`src/rtl/vcic_pkg.sv`:
```
package vcic_pkg;
  typedef enum logic [1:0] {
    VC_IDLE    = 2'b00,
    VC_ROUTING = 2'b01,
    VC_WAIT_VC = 2'b10,
    VC_ACTIVE  = 2'b11
  } vc_state_e;

  localparam int KIND_W   = 2;
  localparam int HEAD_BIT = 0;
  localparam int TAIL_BIT = 1;
endpackage

```
`src/rtl/vcic_fifo.sv`:
```
module vcic_fifo #(
  parameter int DEPTH = 4,
  parameter int W     = 18
) (
  input  logic         clk_i,
  input  logic         rst_ni,
  input  logic         wr_i,
  input  logic [W-1:0] din_i,
  input  logic         rd_i,
  output logic [W-1:0] dout_o,
  output logic         empty_o,
  output logic         full_o,
  output logic         drop_o
);
  localparam int AW = (DEPTH > 1) ? $clog2(DEPTH) : 1;
  localparam int CW = $clog2(DEPTH + 1);

  logic [W-1:0]  mem_q [DEPTH];
  logic [AW-1:0] wp_q, rp_q;
  logic [CW-1:0] cnt_q;
  logic          do_wr, do_rd;

  assign empty_o = (cnt_q == '0);
  assign full_o  = (cnt_q == CW'(DEPTH));
  assign do_rd   = rd_i && !empty_o;
  // a full FIFO still accepts when it sends in the same cycle
  assign do_wr   = wr_i && (!full_o || do_rd);
  assign drop_o  = wr_i && !do_wr;
  assign dout_o  = mem_q[rp_q];

  function automatic logic [AW-1:0] nxt(input logic [AW-1:0] p);
    return (p == AW'(DEPTH - 1)) ? '0 : p + 1'b1;
  endfunction

  always_ff @(posedge clk_i or negedge rst_ni) begin
    if (!rst_ni) begin
      wp_q  <= '0;
      rp_q  <= '0;
      cnt_q <= '0;
    end else begin
      if (do_wr) wp_q <= nxt(wp_q);
      if (do_rd) rp_q <= nxt(rp_q);
      case ({do_wr, do_rd})
        2'b10:   cnt_q <= cnt_q + 1'b1;
        2'b01:   cnt_q <= cnt_q - 1'b1;
        default: cnt_q <= cnt_q;
      endcase
    end
  end

  always_ff @(posedge clk_i) begin
    if (do_wr) mem_q[wp_q] <= din_i;
  end

  AST_COUNT_BOUND: assert property (@(posedge clk_i) disable iff (!rst_ni)
    cnt_q <= CW'(DEPTH));
  AST_NO_OVERFLOW: assert property (@(posedge clk_i) disable iff (!rst_ni)
    (wr_i && full_o && !rd_i) |=> full_o);
endmodule

```
`src/rtl/vcic_vc_fsm.sv`:
```
module vcic_vc_fsm
  import vcic_pkg::*;
#(
  parameter int PORT_W = 2,
  parameter int OVC_W  = 2
) (
  input  logic              clk_i,
  input  logic              rst_ni,
  input  logic              front_valid_i,
  input  logic [KIND_W-1:0] front_kind_i,
  input  logic              route_ld_i,
  input  logic [PORT_W-1:0] route_port_i,
  input  logic              vca_gnt_i,
  input  logic [OVC_W-1:0]  vca_ovc_i,
  input  logic              pop_i,
  output vc_state_e         state_o,
  output logic [PORT_W-1:0] port_o,
  output logic [OVC_W-1:0]  ovc_o,
  output logic              route_req_o,
  output logic              vca_req_o,
  output logic              sa_req_o
);
  vc_state_e         state_q, state_d;
  logic [PORT_W-1:0] port_q;
  logic [OVC_W-1:0]  ovc_q;

  always_comb begin
    state_d = state_q;
    unique case (state_q)
      VC_IDLE:    if (front_valid_i && front_kind_i[HEAD_BIT]) state_d = VC_ROUTING;
      VC_ROUTING: if (route_ld_i) state_d = VC_WAIT_VC;
      VC_WAIT_VC: if (vca_gnt_i)  state_d = VC_ACTIVE;
      VC_ACTIVE:  if (pop_i && front_kind_i[TAIL_BIT]) state_d = VC_IDLE;
      default:    state_d = VC_IDLE;
    endcase
  end

  always_ff @(posedge clk_i or negedge rst_ni) begin
    if (!rst_ni) begin
      state_q <= VC_IDLE;
      port_q  <= '0;
      ovc_q   <= '0;
    end else begin
      state_q <= state_d;
      if (state_q == VC_ROUTING && route_ld_i) port_q <= route_port_i;
      if (state_q == VC_WAIT_VC && vca_gnt_i)  ovc_q  <= vca_ovc_i;
    end
  end

  assign state_o     = state_q;
  assign port_o      = port_q;
  assign ovc_o       = ovc_q;
  assign route_req_o = (state_q == VC_ROUTING);
  assign vca_req_o   = (state_q == VC_WAIT_VC);
  assign sa_req_o    = (state_q == VC_ACTIVE) && front_valid_i;

  AST_TAIL_RELEASE: assert property (@(posedge clk_i) disable iff (!rst_ni)
    (pop_i && front_kind_i[TAIL_BIT]) |=> (state_q == VC_IDLE));
  AST_ACTIVE_ENTRY: assert property (@(posedge clk_i) disable iff (!rst_ni)
    $rose(state_q == VC_ACTIVE) |-> ($past(state_q) == VC_WAIT_VC));
  AST_ROUTE_HELD: assert property (@(posedge clk_i) disable iff (!rst_ni)
    (state_q == VC_ACTIVE && $past(state_q) == VC_ACTIVE) |-> ($stable(port_q) && $stable(ovc_q)));
endmodule

```
`src/rtl/vc_input_ctrl.sv`:
```
module vc_input_ctrl
  import vcic_pkg::*;
#(
  parameter int  NUM_VC = 4,
  parameter int  DEPTH  = 4,
  parameter int  DATA_W = 16,
  parameter int  PORT_W = 2,
  parameter int  OVC_W  = 2,
  localparam int VC_W   = (NUM_VC > 1) ? $clog2(NUM_VC) : 1
) (
  input  logic                clk_i,
  input  logic                rst_ni,
  input  logic                flit_valid_i,
  input  logic [KIND_W-1:0]   flit_type_i,
  input  logic [VC_W-1:0]     flit_vc_i,
  input  logic [DATA_W-1:0]   flit_data_i,
  output logic [NUM_VC-1:0]   route_req_o,
  input  logic                route_valid_i,
  input  logic [VC_W-1:0]     route_vc_i,
  input  logic [PORT_W-1:0]   route_port_i,
  output logic [NUM_VC-1:0]   vca_req_o,
  input  logic [NUM_VC-1:0]   vca_gnt_i,
  input  logic [OVC_W-1:0]    vca_ovc_i,
  output logic [NUM_VC-1:0]   sa_req_o,
  input  logic [NUM_VC-1:0]   sa_gnt_i,
  output logic                out_valid_o,
  output logic [KIND_W-1:0]   out_type_o,
  output logic [DATA_W-1:0]   out_data_o,
  output logic [VC_W-1:0]     out_vc_o,
  output logic [PORT_W-1:0]   out_port_o,
  output logic [OVC_W-1:0]    out_ovc_o,
  output logic [2*NUM_VC-1:0] vc_state_o,
  output logic                overflow_o
);
  localparam int FW = KIND_W + DATA_W;

  logic [FW-1:0]     front   [NUM_VC];
  logic [PORT_W-1:0] port_v  [NUM_VC];
  logic [OVC_W-1:0]  ovc_v   [NUM_VC];
  logic [NUM_VC-1:0] empty_v, drop_v, pop_v;
  logic              ovf_q;

  for (genvar v = 0; v < NUM_VC; v++) begin : g_vc
    logic      wr, full;
    vc_state_e st;

    assign wr       = flit_valid_i && (flit_vc_i == VC_W'(v));
    assign pop_v[v] = sa_gnt_i[v] && sa_req_o[v];

    vcic_fifo #(.DEPTH(DEPTH), .W(FW)) u_fifo (
      .clk_i, .rst_ni,
      .wr_i    (wr),
      .din_i   ({flit_type_i, flit_data_i}),
      .rd_i    (pop_v[v]),
      .dout_o  (front[v]),
      .empty_o (empty_v[v]),
      .full_o  (full),
      .drop_o  (drop_v[v])
    );

    vcic_vc_fsm #(.PORT_W(PORT_W), .OVC_W(OVC_W)) u_fsm (
      .clk_i, .rst_ni,
      .front_valid_i (!empty_v[v]),
      .front_kind_i  (front[v][FW-1 -: KIND_W]),
      .route_ld_i    (route_valid_i && (route_vc_i == VC_W'(v))),
      .route_port_i  (route_port_i),
      .vca_gnt_i     (vca_gnt_i[v]),
      .vca_ovc_i     (vca_ovc_i),
      .pop_i         (pop_v[v]),
      .state_o       (st),
      .port_o        (port_v[v]),
      .ovc_o         (ovc_v[v]),
      .route_req_o   (route_req_o[v]),
      .vca_req_o     (vca_req_o[v]),
      .sa_req_o      (sa_req_o[v])
    );

    assign vc_state_o[2*v +: 2] = st;

    AST_GNT_NEEDS_REQ: assert property (@(posedge clk_i) disable iff (!rst_ni)
      sa_gnt_i[v] |-> (st == VC_ACTIVE && !empty_v[v]));
    AST_DROP_ONLY_FULL: assert property (@(posedge clk_i) disable iff (!rst_ni)
      drop_v[v] |-> (full && !pop_v[v]));
  end

  always_comb begin
    out_valid_o = 1'b0;
    out_type_o  = '0;
    out_data_o  = '0;
    out_vc_o    = '0;
    out_port_o  = '0;
    out_ovc_o   = '0;
    for (int v = 0; v < NUM_VC; v++) begin
      if (pop_v[v]) begin
        out_valid_o = 1'b1;
        out_type_o  = front[v][FW-1 -: KIND_W];
        out_data_o  = front[v][DATA_W-1:0];
        out_vc_o    = VC_W'(v);
        out_port_o  = port_v[v];
        out_ovc_o   = ovc_v[v];
      end
    end
  end

  always_ff @(posedge clk_i or negedge rst_ni) begin
    if (!rst_ni)        ovf_q <= 1'b0;
    else if (|drop_v)   ovf_q <= 1'b1;
  end
  assign overflow_o = ovf_q;

  AST_SA_ONEHOT: assert property (@(posedge clk_i) disable iff (!rst_ni)
    $onehot0(sa_gnt_i));
  AST_OVF_STICKY: assert property (@(posedge clk_i) disable iff (!rst_ni)
    $past(overflow_o) |-> overflow_o);
endmodule

```
`config.mk`:
```
export PLATFORM = sky130hd
export DESIGN_NAME = vc_input_ctrl
export DESIGN_NICKNAME = d
export VERILOG_FILES = /design/src/rtl/vcic_pkg.sv /design/src/rtl/vcic_fifo.sv /design/src/rtl/vcic_vc_fsm.sv /design/src/rtl/vc_input_ctrl.sv
export SDC_FILE = /design/constraint.sdc
export NUM_CORES = 1
export LEC_CHECK = 0
export ABC_AREA = 0
export CORE_AREA = 2 2 193 195
export CTS_CLUSTER_DIAMETER = 40
export DETAILED_ROUTE_END_ITERATION = 7
export DIE_AREA = 0 0 195 197
export DONT_BUFFER_PORTS = 1
export PLACE_DENSITY = 0.64
export REMOVE_ABC_BUFFERS = 1
export SLEW_MARGIN = 20
export SYNTH_ARGS = -nofsm -noshare
export SYNTH_HDL_FRONTEND = slang
export SYNTH_SLANG_ARGS = --single-unit
```
`constraint.sdc`:
```
create_clock -name clk_i -period 5.5 [get_ports clk_i]
set_input_delay 1.65 -clock clk_i [delete_from_list [all_inputs] [get_ports clk_i]]
set_output_delay 1.65 -clock clk_i [all_outputs]
set_load 0.05 [all_outputs]
```
==> results of run 1 <==
synth_stat cells, drive strengths merged, types with 2 or more instances:
library cell,n
o311ai,3
o31a,3
and2,18
xnor2,4
nand2,52
inv,42
mux2,28
fa,4
o21ai,25
clkbuf,9
nand3b,2
o31ai,3
buf,33
a21oi,5
xor2,8
a21o,4
dfrtp,53
and4b,2
a2bb2oi,4
nor2,33
a221oi,24
nor3,4
nand3,3
a22o,3
nand4,6
edfxtp,288
nand4b,2
ha,40
mux4,73
cell usage in the layout (no fill, tap or decap), types with 4 or more instances in the layout:
cell type     n
a21o_1        4
a21oi_1       5
a221oi_1     21
a2bb2oi_1     4
and2_1       13
and2_2        5
buf_12       21
buf_4        28
bufinv_16     5
clkbuf_16    46
clkinv_2      6
clkinv_4      6
clkinvlp_4    4
dfrtp_1      53
edfxtp_1    288
fa_1          4
ha_1         40
inv_1        39
inv_6         5
mux2_2       28
mux4_1        8
mux4_2       65
nand2_1      52
nand4_1       6
nor2_1       32
nor3_1        4
o21ai_0       4
o21ai_1      21
xnor2_1       4
xor2_1        8
final timing paths:
check                                                startpoint                              endpoint  depth (start not counted)
min in group asynchronous                                rst_ni  g_vc[2].u_fsm.state_o[1]$_DFFE_PN0P_                          0
max                                                 sa_gnt_i[2]                         out_data_o[2]                          7
max reg2reg                g_vc[2].u_fsm.state_o[0]$_DFFE_PN0P_   g_vc[2].u_fifo.cnt_q[2]$_DFFE_PN0P_                         10
max in group asynchronous                                rst_ni  g_vc[0].u_fsm.state_o[0]$_DFFE_PN0P_                          0
min                         g_vc[3].u_fifo.cnt_q[0]$_DFFE_PN0P_   g_vc[3].u_fifo.cnt_q[0]$_DFFE_PN0P_                          1
min reg2reg                 g_vc[3].u_fifo.cnt_q[0]$_DFFE_PN0P_   g_vc[3].u_fifo.cnt_q[0]$_DFFE_PN0P_                          1
state kept, by name, indices dropped and copies added (netlist names):
register,flops
g_vc.u_fsm.ovc_o,8
g_vc.u_fsm.port_o,8
g_vc.u_fifo.cnt_q,12
g_vc.u_fsm.state_o,8
overflow_o,1
g_vc.u_fifo.wp_q,8
g_vc.u_fifo.rp_q,8
g_vc.u_fifo.mem_q,288
stage by stage:
stage          setup slack [ns]  hold slack, ns  instances
6_report                 0.4367          0.4961       1344
5_1_grt                  0.3035          0.5054       1344
4_1_cts                  0.4459          0.4992       1344
3_5_place_dp             0.4640          0.4894       1264
3_3_place_gp             0.5080          0.4846       1264
2_1_floorplan           -0.2793          0.4552        747
where the power goes:
part           total (mW)  internal, mW  switching, mW
registers            3.62          3.13          0.494
clock network        2.90          1.79           1.12
logic                3.14          1.40           1.74
cell type report:
class                      count  area [um^2]  area share
timing repair buffer          49        630.6     0.03752
clock inverter                31        352.8     0.02099
clock buffer                  49         1162     0.06915
inverter                      42        157.7    0.009379
sequential                   341         9975      0.5934
tap                          468        585.6     0.03484
multi-input combinational    364         3945      0.2347
metal layers:
layer,vias up,global-route usage
li1,3214,-
met2,201,0.2926
met3,37,0.03371
met4,0,0.04778
met1,3773,0.2187
met5,-,0
worst max-delay path: stages:
cell and delay, ns:
o311ai_4 0.12, inv_2 0.26, nor2_2 0.33, buf_4 0.38, a221oi_1 0.15, o21ai_1 0.31
buf_12 0.18
kinds of logic (layout without fill, tap and decap cells):
kind of cell / after synthesis / in the layout / share of synthesized area
buffers and inverters: 84 / 171 / 0.02935
adder cells (fa/ha/maj): 44 / 44 / 0.04053
multiplexers: 102 / 102 / 0.1396
flip-flops: 341 / 341 / 0.6964
AND/OR/NAND/NOR: 127 / 127 / 0.04237
AO/OA/AOI/OAI: 79 / 79 / 0.04438
XOR/XNOR: 12 / 12 / 0.007338
==> results_dict.tcl, run 1 <==
set metrics [dict create \
    status "completed" \
    h-tree-depth 2 \
    met2WireLength_um 16470 \
    report.final.slew_viol_count 0 \
    cap_viol_max_count 0 \
    max_freq_mhz 197.5 \
    final_layout_size_suffix_gt1_frac 0.2671 \
    grt.total_usage 0.1695 \
    wl_per_cell_um 23.63 \
    drc 0 \
    worstPathRequired_ns 3.85 \
    grt_max_degree 54 \
    worst_pin_slew_ns 1.118 \
    cts_tree "built" \
    antenna_found_initial 0 \
    hold_buffers 0 \
    power_density_nw_per_um2 575.1 \
    r2r_setup_slack_ns 2.29 \
    grt-ovfl-total 0 \
    async_flop_share 0.1554 \
    clk_pin_slew_ns 0.05 \
    diodes 0 \
    maxSlewHeadroom 0.2544 \
    synthToLayoutAreaGrowth_pct 17.36 \
    cts_resized 0 \
    core_um2 36260 \
    hold_violations 0 \
    postLayoutCellArea_um2 16810 \
    p_leak_nw 5.878 \
    total_power_mw 9.666 \
    final.period_utilization 0.9206 \
    clock_latency_ns 0.54 \
    die_h_um 197 \
    dpl-instance-area_um2 15290 \
    yosysTopAreaCell "edfxtp_1" \
    synth_seq_area_share 0.6964 \
    utilization 0.4636 \
    routed_wl_um 31770 \
    synth_cells 789 \
    wl_met1_um 12980 \
    gp_congestion 0.7551 \
    arrival_ns 3.41 \
    crit_type "in -> out" \
    yosys-top-cells-area "edfxtp_1, mux4_2, dfrtp_1" \
    nFillCells 3090 \
    highest-signal-layer "met4" \
    setup_viol 0 \
    skew_ns 0.02756 \
    vias_per_cell 5.376 \
    synth_ff_type "edfxtp_1" \
    grt_setup_unrepaired "no" \
    die_w_um 195 \
    postRouteAntennaNets 0 \
    numCtsBuffers 44 \
    num_vias 7225 \
    std_cell_rows 70 \
    drtIter0Drc 779 \
    ys_ff_latch 341 \
    start_util 0.3950 \
    min_period_ns 5.063 \
    crit_path_end_kind "output port" \
    met3_length_um 1797 \
    grt_first_pass_wirelength_um 47830 \
    ir_worst_vdd_uv 396.1 \
    yosys.area.top_type_share 0.6038 \
    hp-class "reg -> reg" \
    critical_path_peak_fanout 15 \
    post_cts_buffers 0 \
    clockRootBuffer "clkbuf_16" \
    final.setup.tns_ns 0 \
    netlist_area_um2 14320 \
    cts_buffer_depth 3 \
    io_pins 84 \
    synth_edf_count 288 \
    clock-sinks 341 \
    dr.pass1.iters 5 \
    io_buffers 0 \
    start_kind "input pin" \
    postSynthAreaPerCell_um2 18.15 \
    ys_warn_count 0 \
    first_global_vias 7504 \
    synth_cell_type_count 47 \
    dieArea_um2 38420 \
    hpwlAfterDp_um 19670 \
    final_nets 924 \
]
No activity file was read; power rests on OpenSTA's default activity.
==> run 2: changes to the inputs <==
--- a/config.mk
+++ b/config.mk
@@ -11,7 +11,7 @@
 export DETAILED_ROUTE_END_ITERATION = 7
 export DIE_AREA = 0 0 195 197
 export DONT_BUFFER_PORTS = 1
-export PLACE_DENSITY = 0.64
+export PLACE_DENSITY = 0.58
 export REMOVE_ABC_BUFFERS = 1
 export SLEW_MARGIN = 20
 export SYNTH_ARGS = -nofsm -noshare
==> results_dict.tcl, run 2 (synthesis results as in run 1) <==
set metrics [dict create \
    hold_violations 0 \
    hold_slack_ns 0.4922 \
    ir_worst_vdd_uv 329.2 \
    power_density_nw_per_um2 575.4 \
    cts_resized 0 \
    dp.cells 1267 \
    std_cell_rows 70 \
    synthToLayoutAreaGrowth_pct 17.68 \
    final.period_utilization 0.8883 \
    report.final.slew_viol_count 0 \
    clock-sinks 341 \
    gp_congestion 0.7608 \
    clockRootBuffer "clkbuf_16" \
    largest_reg_flops 288 \
    min_period_ns 4.886 \
    grt_util_met1 0.2206 \
    grt.total_usage 0.1717 \
    final_common_cell "edfxtp_1" \
    grt_first_pass_wirelength_um 48830 \
    core_um2 36260 \
    wl_per_cell_um 23.68 \
    vias_per_cell 5.323 \
    setup_viol 0 \
    crit_path_end_kind "output port" \
    postRouteAntennaNets 0 \
    die_w_um 195 \
    worst_pin_slew_ns 1.091 \
    grt_max_degree 54 \
    skew_ns 0.01934 \
    first_global_vias 7701 \
    critical_path_peak_fanout 8 \
    stdcell_count 1349 \
    total_power_mw 9.698 \
    diodes 0 \
    grt.busiest_layer "met2" \
    dr.pass1.iters 4 \
    final_layout_size_suffix_gt1_frac 0.2701 \
    die_h_um 197 \
    arrival_ns 3.24 \
    io_pins 84 \
    final.setup.tns_ns 0 \
    h-tree-depth 2 \
    hp-class "reg -> reg" \
    numCtsBuffers 44 \
    drc 0 \
    num_vias 7181 \
    critical-path-top-delay-family "simple AND/OR/NAND/NOR gates" \
    cap_viol_max_count 0 \
    met2_usage 0.2989 \
    crit_chain "o311ai_4 > inv_2 > nor4_4 > buf_4 > nand2_1 > o21ai_1 > buf_12" \
    crit_slowest_cell "nor4_4" \
    crit_type "in -> out" \
    cpPeakStageDelay_ns 0.60 \
    dieArea_um2 38420 \
    hold_buffers 0 \
    cts_buffer_depth 3 \
    max_freq_mhz 204.7 \
    clock_latency_ns 0.54 \
    top_register "g_vc.u_fifo.mem_q" \
    layout_common_cells "edfxtp_1, mux4_2, nand2_1, dfrtp_1, clkbuf_16" \
    path_buf_inv 3 \
    io_buffers 0 \
    maxSlewHeadroom 0.2728 \
    status "completed" \
    hpwlAfterDp_um 20120 \
    cts_tree "built" \
    start_util 0.3950 \
    final_nets 927 \
    worstPathRequired_ns 3.85 \
    antenna_found_initial 0 \
    routed_wl_um 31950 \
    p_leak_nw 5.910 \
    grt-ovfl-total 0 \
    post_cts_buffers 0 \
    grt_setup_unrepaired "no" \
    clk_pin_slew_ns 0.05 \
    drtIter0Drc 582 \
    utilization 0.4648 \
    reg.largest.list "g_vc.u_fifo.mem_q x288, g_vc.u_fifo.cnt_q x12" \
    grt.met3_usage 0.03285 \
    start_kind "input pin" \
]
-- run 2: cell count changes in the layout (fill, tap and decap cells not counted), sizes merged --
cell,delta
clkbuf,+3
clkinvlp,-1
buf,+3
-- run 2: metrics by stage --
step | setup WS [ns] | area [um^2]
after CTS | 0.5592 | 16850
final | 0.6144 | 16850
after detailed placement | 0.5817 | 15320
after global routing | 0.4604 | 16850
after global placement | 0.6379 | 15310
after floorplan | -0.2793 | 14060
-- run 2: metal layers --
layer  vias up  routed length, um
met5         -                  0
met4         0                616
met3        45               1738
met2       161              16370
met1      3759              13220
li1       3216                  -
-- run 2: report_power, final --
group	internal, mW	switching, mW
clock	1.82	1.13
sequential	3.13	0.488
combinational	1.39	1.75
total	6.34	3.36
-- run 2: final cells by class --
type / count / area, um^2
flip-flops and latches: 341 / 9976
clock inverters: 30 / 344.1
well taps: 468 / 585.6
fillers: 3118 / 19400
clock buffers: 52 / 1194
inverters: 42 / 157.7
repair buffers: 52 / 653.1
multi-input cells: 364 / 3945
-- run 2: path summary, 6_finish.rpt --
kind / start / to / slack (ns) / cells after the start
worst min-delay path: g_vc[3].u_fifo.cnt_q[0]$_DFFE_PN0P_ / g_vc[3].u_fifo.cnt_q[0]$_DFFE_PN0P_ / 0.49 / 1
worst min register to register: g_vc[3].u_fifo.cnt_q[0]$_DFFE_PN0P_ / g_vc[3].u_fifo.cnt_q[0]$_DFFE_PN0P_ / 0.49 / 1
worst max-delay path: sa_gnt_i[1] / out_data_o[13] / 0.61 / 7
min in group asynchronous: rst_ni / g_vc[3].u_fsm.ovc_o[1]$_DFFE_PN0P_ / 0.80 / 0
worst max register to register: g_vc[0].u_fsm.state_o[0]$_DFFE_PN0P_ / g_vc[0].u_fifo.mem_q[2][11]$_DFFE_PP_ / 2.16 / 5
max in group asynchronous: rst_ni / g_vc[3].u_fifo.wp_q[1]$_DFFE_PN0P_ / 4.56 / 0
-- run 2: worst reg2reg max path: stages, from the launching register on --
cell and delay [ns]:
dfrtp_1 0.72, ha_1 0.41, nand2_1 0.12, nand4_1 0.12, nor4b_2 0.61, and2_1 0.95
==> run 3: changes to the inputs <==
--- a/config.mk
+++ b/config.mk
@@ -6,12 +6,14 @@
 export NUM_CORES = 1
 export LEC_CHECK = 0
 export ABC_AREA = 0
+export CELL_PAD_IN_SITES_DETAIL_PLACEMENT = 1
+export CELL_PAD_IN_SITES_GLOBAL_PLACEMENT = 2
 export CORE_AREA = 2 2 193 195
 export CTS_CLUSTER_DIAMETER = 40
 export DETAILED_ROUTE_END_ITERATION = 7
 export DIE_AREA = 0 0 195 197
 export DONT_BUFFER_PORTS = 1
-export PLACE_DENSITY = 0.58
+export PLACE_DENSITY = 0.71
 export REMOVE_ABC_BUFFERS = 1
 export SLEW_MARGIN = 20
 export SYNTH_ARGS = -nofsm -noshare
==> results_dict.tcl, run 3 (synthesis results as in run 1) <==
set metrics [dict create \
    status "completed" \
    switching_share 0.3536 \
    nFillCells 3421 \
    grt_setup_unrepaired "no" \
    postLayoutCellArea_um2 16870 \
    final.period_utilization 0.9176 \
    p_leak_nw 5.913 \
    p_sw_mw 3.483 \
    largest_reg_flops 288 \
    crit_type "reg -> out" \
    synthToLayoutAreaGrowth_pct 17.80 \
    grt.total_usage 0.1848 \
    drtIter0Drc 608 \
    grt-ovfl-total 0 \
    maxSlewHeadroom 0.2963 \
    clk_pin_slew_ns 0.05 \
    post_cts_buffers 0 \
    seqPwrFrac 0.371 \
    layout_common_cells "edfxtp_1, mux4_2, nand2_1" \
    report.final.slew_viol_count 0 \
    clock-sinks 341 \
    vias_per_cell 5.535 \
    min_period_ns 5.047 \
    hold_slack_ns 0.5076 \
    skew_ns 0.03453 \
    gp_congestion 0.7537 \
    diodes 0 \
    hp-class "reg -> reg" \
    final_layout_size_suffix_gt1_frac 0.2723 \
    hpwlAfterDp_um 21550 \
    drc 0 \
    top_register "g_vc.u_fifo.mem_q" \
    final_nets 928 \
    wl_per_cell_um 25.69 \
    final.setup.tns_ns 0 \
    start_kind "flop" \
    cts_tree "built" \
    r2r_setup_slack_ns 1.95 \
    clock_latency_ns 0.57 \
    antenna_found_initial 0 \
    io_pins 84 \
    ff_latch_area_um2 9977 \
    max_freq_mhz 198.2 \
    std_cell_rows 70 \
    power_density_nw_per_um2 583.9 \
    pwr-share-comb 0.318 \
    start_util 0.3950 \
    p_int_mw 6.367 \
    crit_path_end_kind "output port" \
    cap_viol_max_count 0 \
    hold_buffers 0 \
    die_h_um 197 \
    clockRootBuffer "clkbuf_16" \
    dieArea_um2 38420 \
    routed_wl_um 34750 \
    io_buffers 0 \
    grt_max_degree 54 \
    worst_pin_slew_ns 1.056 \
    cts_resized 0 \
    postRouteAntennaNets 0 \
    setup_viol 0 \
    core_um2 36260 \
    arrival_ns 3.40 \
    numCtsBuffers 47 \
    die_w_um 195 \
    power_frac_clock 0.311 \
    h-tree-depth 2 \
    critical_path_peak_fanout 18 \
    dr.pass1.iters 5 \
    utilization 0.4653 \
    grt_first_pass_wirelength_um 52040 \
    first_global_vias 8026 \
    ir_worst_vdd_uv 373.7 \
    reg.largest.list "g_vc.u_fifo.mem_q x288, g_vc.u_fifo.cnt_q x12" \
    multi_input_area_um2 3944 \
    hold_violations 0 \
    worstPathRequired_ns 3.85 \
    final_common_cell "edfxtp_1" \
    dpl-instance-area_um2 15260 \
    num_vias 7489 \
    cts_buffer_depth 3 \
]
[run 3: worst max-delay path, stage by stage (launching register included)]
cell and delay (ns):
dfrtp_1 0.71, ha_1 0.43, o311ai_4 0.20, inv_2 0.45, nor2_2 0.10, buf_4 0.20
a221oi_1 0.35, o21ai_1 0.18, buf_12 0.19
[run 3: final timing paths]
check / start / end / depth (start not counted)
min: g_vc[3].u_fifo.cnt_q[2]$_DFFE_PN0P_ / g_vc[3].u_fifo.cnt_q[2]$_DFFE_PN0P_ / 1
max in group asynchronous: rst_ni / g_vc[2].u_fifo.rp_q[1]$_DFFE_PN0P_ / 0
min reg2reg: g_vc[3].u_fifo.cnt_q[2]$_DFFE_PN0P_ / g_vc[3].u_fifo.cnt_q[2]$_DFFE_PN0P_ / 1
max: g_vc[2].u_fsm.state_o[1]$_DFFE_PN0P_ / out_data_o[13] / 8
max reg2reg: g_vc[0].u_fsm.state_o[0]$_DFFE_PN0P_ / g_vc[0].u_fifo.mem_q[2][17]$_DFFE_PP_ / 6
min in group asynchronous: rst_ni / g_vc[3].u_fifo.rp_q[1]$_DFFE_PN0P_ / 0
[run 3: per-layer routing]
metal,track usage,vias up,wire length [um]
li1,-,3219,-
met1,0.2473,3990,14890
met2,0.3060,226,17090
met3,0.03713,54,1954
met4,0.05796,0,817
met5,0,-,0
[run 3: power by group through the flow]
| stage | combinational, mW | clock, mW | sequential (mW) |
|---|---|---|---|
| floorplan | 2.01 | 0 | 3.64 |
| global placement | 3.07 | 0 | 3.67 |
| detailed placement | 3.16 | 0 | 3.71 |
| CTS | 3.18 | 3.12 | 3.66 |
| global route | 3.34 | 3.22 | 3.71 |
| finish | 3.14 | 3.06 | 3.65 |
[run 3: metrics by stage]
stage / setup WS (ns) / std cells / power, mW
finish: 0.4534 / 1353 / 9.850
detailed placement: 0.5979 / 1265 / 6.865
CTS: 0.4371 / 1353 / 9.960
global placement: 0.6430 / 1265 / 6.737
global route: 0.3169 / 1353 / 10.27
floorplan: -0.2793 / 747 / 5.646
[run 3: layout make-up]
class                   count  area share
clock buffers              53     0.07231
clock inverters            35     0.02292
inverters                  42    0.009344
multi-input cells         364      0.2338
flip-flops and latches    341      0.5914
well taps                 468     0.03471
repair buffers             50     0.03560
